`src/rtl/irq_pwr_pkg.sv`:
```
package irq_pwr_pkg;
  localparam int SRC_COUNT = 4;
  localparam int SRC_TX    = 0;
  localparam int SRC_RX    = 1;
  localparam int SRC_PAR   = 2;
  localparam int SRC_SHARE = 3;

  // Strobes from the power/line control to the flag datapath
  typedef struct packed {
    logic raSet;     // RX transition seen while powered down
    logic raClr;     // not powered down: drop activity
    logic showRa;    // shared bit selects activity
  } ctrl_strobe_t;
endpackage

```
`src/rtl/irq_pwr_ctrl.sv`:
```
module irq_pwr_ctrl
  import irq_pwr_pkg::*;
#(
  parameter int SYNC_STAGES = 2
) (
  input  logic         clk,
  input  logic         rstN,
  input  logic         swShdn,
  input  logic         hwShdnN,
  input  logic         rxLine,
  output logic         shdnReg,
  output ctrl_strobe_t strobes
);
  localparam int LAST = SYNC_STAGES - 1;

  logic [SYNC_STAGES-1:0] syncQ;
  logic                   rxPrev;
  logic                   rxEdge;

  always_ff @(posedge clk or negedge rstN) begin
    if (!rstN) shdnReg <= 1'b0;
    else       shdnReg <= swShdn | ~hwShdnN;
  end

  generate
    for (genvar i = 0; i < SYNC_STAGES; i++) begin : g_sync
      if (i == 0) begin : g_first
        always_ff @(posedge clk or negedge rstN) begin
          if (!rstN) syncQ[0] <= 1'b1;
          else       syncQ[0] <= rxLine;
        end
      end else begin : g_next
        always_ff @(posedge clk or negedge rstN) begin
          if (!rstN) syncQ[i] <= 1'b1;
          else       syncQ[i] <= syncQ[i-1];
        end
      end
    end
  endgenerate

  always_ff @(posedge clk or negedge rstN) begin
    if (!rstN) rxPrev <= 1'b1;
    else       rxPrev <= syncQ[LAST];
  end

  assign rxEdge = syncQ[LAST] ^ rxPrev;

  always_comb begin
    strobes.raSet  = shdnReg & rxEdge;
    strobes.raClr  = ~shdnReg;
    strobes.showRa = shdnReg;
  end
endmodule

```
`src/rtl/irq_flag_dp.sv`:
```
module irq_flag_dp
  import irq_pwr_pkg::*;
(
  input  logic                 clk,
  input  logic                 rstN,
  input  ctrl_strobe_t         strobes,
  input  logic                 txBufEmpty,
  input  logic                 rxFifoNotEmpty,
  input  logic                 rxWordValid,
  input  logic                 rxParity,
  input  logic                 rxFrameErr,
  input  logic [SRC_COUNT-1:0] irqMask,
  output logic [SRC_COUNT-1:0] flags,
  output logic                 irqN
);
  logic txFlag, rxFlag, parFlag, feFlag, raFlag;
  logic [SRC_COUNT-1:0] pending;

  always_ff @(posedge clk or negedge rstN) begin
    if (!rstN) begin
      txFlag <= 1'b0;
      rxFlag <= 1'b0;
    end else begin
      txFlag <= txBufEmpty;
      rxFlag <= rxFifoNotEmpty;
    end
  end

  // Word capture has priority over the empty-FIFO clear
  always_ff @(posedge clk or negedge rstN) begin
    if (!rstN) begin
      parFlag <= 1'b0;
      feFlag  <= 1'b0;
    end else if (rxWordValid) begin
      parFlag <= rxParity;
      feFlag  <= rxFrameErr;
    end else if (!rxFifoNotEmpty) begin
      parFlag <= 1'b0;
      feFlag  <= 1'b0;
    end
  end

  always_ff @(posedge clk or negedge rstN) begin
    if (!rstN)              raFlag <= 1'b0;
    else if (strobes.raClr) raFlag <= 1'b0;
    else if (strobes.raSet) raFlag <= 1'b1;
  end

  always_comb begin
    flags            = '0;
    flags[SRC_TX]    = txFlag;
    flags[SRC_RX]    = rxFlag;
    flags[SRC_PAR]   = parFlag;
    flags[SRC_SHARE] = strobes.showRa ? raFlag : feFlag;
  end

  assign pending = flags & irqMask;
  assign irqN    = ~(|pending);
endmodule

```
`src/rtl/uart_irq_pwr_ctrl.sv`:
```
module uart_irq_pwr_ctrl
  import irq_pwr_pkg::*;
#(
  parameter int SYNC_STAGES = 2
) (
  input  logic       clk,
  input  logic       rstN,
  input  logic       txBufEmpty,
  input  logic       rxFifoNotEmpty,
  input  logic       rxWordValid,
  input  logic       rxParity,
  input  logic       rxFrameErr,
  input  logic [3:0] irqMask,
  input  logic       swShdn,
  input  logic       hwShdnN,
  input  logic       rxLine,
  output logic       irqN,
  output logic       shdnActive,
  output logic [3:0] statusFlags
);
  ctrl_strobe_t strobes;

  irq_pwr_ctrl #(.SYNC_STAGES(SYNC_STAGES)) ctrl_i (
    .clk     (clk),
    .rstN    (rstN),
    .swShdn  (swShdn),
    .hwShdnN (hwShdnN),
    .rxLine  (rxLine),
    .shdnReg (shdnActive),
    .strobes (strobes)
  );

  irq_flag_dp dp_i (
    .clk            (clk),
    .rstN           (rstN),
    .strobes        (strobes),
    .txBufEmpty     (txBufEmpty),
    .rxFifoNotEmpty (rxFifoNotEmpty),
    .rxWordValid    (rxWordValid),
    .rxParity       (rxParity),
    .rxFrameErr     (rxFrameErr),
    .irqMask        (irqMask),
    .flags          (statusFlags),
    .irqN           (irqN)
  );
endmodule

```
`config.mk`:
```
export PLATFORM = sky130hd
export DESIGN_NAME = uart_irq_pwr_ctrl
export DESIGN_NICKNAME = d
export VERILOG_FILES = /design/src/rtl/irq_pwr_pkg.sv /design/src/rtl/irq_pwr_ctrl.sv /design/src/rtl/irq_flag_dp.sv /design/src/rtl/uart_irq_pwr_ctrl.sv
export SDC_FILE = /design/constraint.sdc
export NUM_CORES = 1
export LEC_CHECK = 0
export ABC_CLOCK_PERIOD_IN_PS = 1900
export BUFFER_PORTS_ARGS = -buffer_cell sky130_fd_sc_hd__buf_2
export CAP_MARGIN = 20
export CORE_AREA = 4 4 41 43
export CTS_BUF_LIST = sky130_fd_sc_hd__clkbuf_2
export DETAILED_ROUTE_END_ITERATION = 7
export DIE_AREA = 0 0 45 47
export PLACE_DENSITY = 0.62
export SYNTH_ARGS = -nofsm -noshare
export SYNTH_HDL_FRONTEND = slang
export SYNTH_SLANG_ARGS = --single-unit
```
`constraint.sdc`:
```
create_clock -name clk -period 1.9 [get_ports clk]
set_clock_uncertainty 0.05 [all_clocks]
set_input_delay 0 -clock clk [delete_from_list [all_inputs] [get_ports clk]]
set_output_delay 0 -clock clk [all_outputs]
set_load 0.005 [all_outputs]
```
==> results.cfg <==
[run_status]
run_status = finished clean

[yosys]
synth_area_leaders = dfrtp_1, dfstp_2, buf_4, mux2_4, nand2_1
synth_fp_nets = 38
synthMuxAreaShare = 0.0448
async_reset_ff_frac = 1.00
synth_most_common_cell = dfrtp_1
synth-seq-cells = 9
yosys.area_share.simple = 0.0634
synth_edf_count = 0
synth_top_cell_by_area = dfrtp_1
synth_compound_area_frac = 0.116
yosys.area.top_type_share = 0.448
synth_commonest_cells = dfrtp_1, nand2_1, buf_4, dfstp_2, o21ai_0
yosysSeqAreaShare = 0.683
synth_ff_type = dfrtp_1
synth_top_family_by_area = compound AO/OA/AOI/OAI gates
yosysUniqueCellTypes = 11
syn_inst = 24
yosys_warnings = 0
synth.avg_cell_area_um2 = 14.0
yosys.area_share.adder = 0
synthXorXnorAreaFrac = 0.0261
syn_area_um2 = 335

[power_and_ir_drop]
leakagePower_nw = 0.274
power.density_mw_per_mm2 = 689
vdd_drop_max_uv = 301
finalPower_mw = 0.391

[timing]
tightest_slew_ns = 0.265
fmax_mhz = 569
setup_viol = 0
hold_viol_final = 0
relSlewSlack = 0.823
slew_viol_final = 0
rsz0062_at_grt = false
hold_slack_ns = 0.0716
period_needed_ns = 1.76
fin_crit_sh = 0.925
setup_tns_ns = 0

[cells_and_area]
syn2layout_area_growth_pct = 69.0
drive_gt1_frac = 0.500
final_util = 0.436
diodes = 0
fin_nets = 71

[worst_setup_path]
critPathKind = input port to flop
critPathBufInv = 4
end_kind = flop
slowest_delay_ns = 0.55
cp.required_ns = 1.97
worst_ep_arrival_time_ns = 1.83
cp_common_cell = dlygate4sd3_1
critPathLaunchType = input port
crit_path_cell_trace = dlygate4sd3_1 > buf_2 > nand2_1 > dlygate4sd3_1 > o21ai_0 > dlygate4sd3_1
cp_max_fo = 1
path_delay_family = buffers and inverters
crit_slowest_cell = dlygate4sd3_1

[hold_path]
worstHoldPathType = input port to async pin

[die]
die_area_mm2 = 0.00212
initial_core_util = 0.258
rows = 13
pin_count = 20
die_w_um = 45
die_h_um = 47
core_mm2 = 0.00130

[route]
first_iter_violations = 6
antenna_left = 0
avgRoutedWirePerCell_um = 9.73
vias = 287
vias_per_cell = 4.04
drc_errors = 0
wl_um = 691
dr.pass1.iters = 4

[grt]
grt.overflow.total = 0
grt_pass1_wl_mm = 1.24
grt_pass1_vias = 301
grt_max_degree = 10
antenna_found_initial = 0
grt_use_total = 0.0847

[cts]
cts_tree = yes
clk_latency_ns = 0.24
h-tree-depth = 1
cts-hold-fix-buffers = 12
cts_root_buffer = clkbuf_2
cts_resized = 0
numCtsBuffers = 3
cts_num_sinks = 9
cts_max_path_buffers = 2
clkTransAtPathRegs_ns = 0.09
postCtsSetupRepairBufs = 0

[place]
place_congestion = 0.637
portBuffers = 19

[run]
cap_violations = 0
## sequential cells by signal, summed over array words and instances, names as in the netlist
| signal | count |
|---|---|
| ctrl_i.shdnReg | 1 |
| dp_i.raFlag | 1 |
| dp_i.parFlag | 1 |
| ctrl_i.syncQ | 2 |
| ctrl_i.rxPrev | 1 |
| dp_i.rxFlag | 1 |
| dp_i.txFlag | 1 |
| dp_i.feFlag | 1 |
## where the power goes
group	total, mW	leakage (nW)	internal (mW)	switching, mW
Clock	0.112	0.0164	0.0477	0.0647
Combinational	0.0656	0.156	0.0445	0.0211
Sequential	0.213	0.102	0.206	0.00659
## per-stage QoR
| stage | std cells | worst slack (ns) | area [um^2] |
|---|---|---|---|
| finish | 71 | 0.143 | 567 |
| global route | 71 | 0.0979 | 567 |
| CTS | 71 | 0.162 | 567 |
| detailed placement | 55 | 0.829 | 427 |
| global placement | 55 | 0.863 | 427 |
| floorplan | 24 | 0.998 | 335 |
## cell families after synthesis
| logic type | count (synthesis) |
|---|---|
| AO/OA/AOI/OAI | 5 |
| XOR/XNOR | 1 |
| buffers and inverters | 3 |
| flip-flops | 9 |
| multiplexers | 1 |
| AND/OR/NAND/NOR | 5 |
## final cells by class
cell class,count,area (um^2)
Sequential cell,9,229
Tap cell,15,18.8
Clock inverter,1,5.00
Timing Repair Buffer,31,215
Fill cell,135,734
Clock buffer,3,15.0
Multi-Input combinational cell,12,83.8
## per-layer routing
layer | global-route usage | vias up | share of wire
met3 | 0.0230 | 0 | 0.072
met5 | 0 | - | 0
met1 | 0.0915 | 133 | 0.35
met4 | 0.0702 | 0 | 0
met2 | 0.138 | 11 | 0.57
li1 | - | 143 | -
## placed cells by master, fill, tap and decap left out
cell / count
nand2_1: 4
o21ai_0: 2
clkinv_2: 1
dfrtp_1: 6
buf_2: 19
a222oi_1: 1
dlygate4sd3_1: 12
o21a_1: 1
a21boi_2: 1
mux2_4: 1
clkbuf_2: 3
xor2_1: 1
nand2b_1: 1
dfstp_2: 3
## worst register-to-register path: stages (launching register included)
cell and delay (ns):
dfrtp_1 0.40, nand2_1 0.06, o21ai_0 0.06, dlygate4sd3_1 0.55
## final timing paths
| check | slack, ns | from | cells past startpoint | endpoint |
|---|---|---|---|---|
| setup / recovery | 0.14 | rxParity | 6 | dp_i.parFlag |
| hold / removal | 0.07 | rstN | 2 | dp_i.raFlag |
| setup reg to reg | 0.67 | dp_i.parFlag | 3 | dp_i.parFlag |
| hold reg to reg | 0.31 | ctrl_i.syncQ[0] | 0 | ctrl_i.syncQ[1] |
| max in group asynchronous | 1.49 | rstN | 2 | ctrl_i.syncQ[1] |
| min in group clk | 0.18 | irqMask[3] | 3 | irqN |
(Power assumes the default switching activity.)
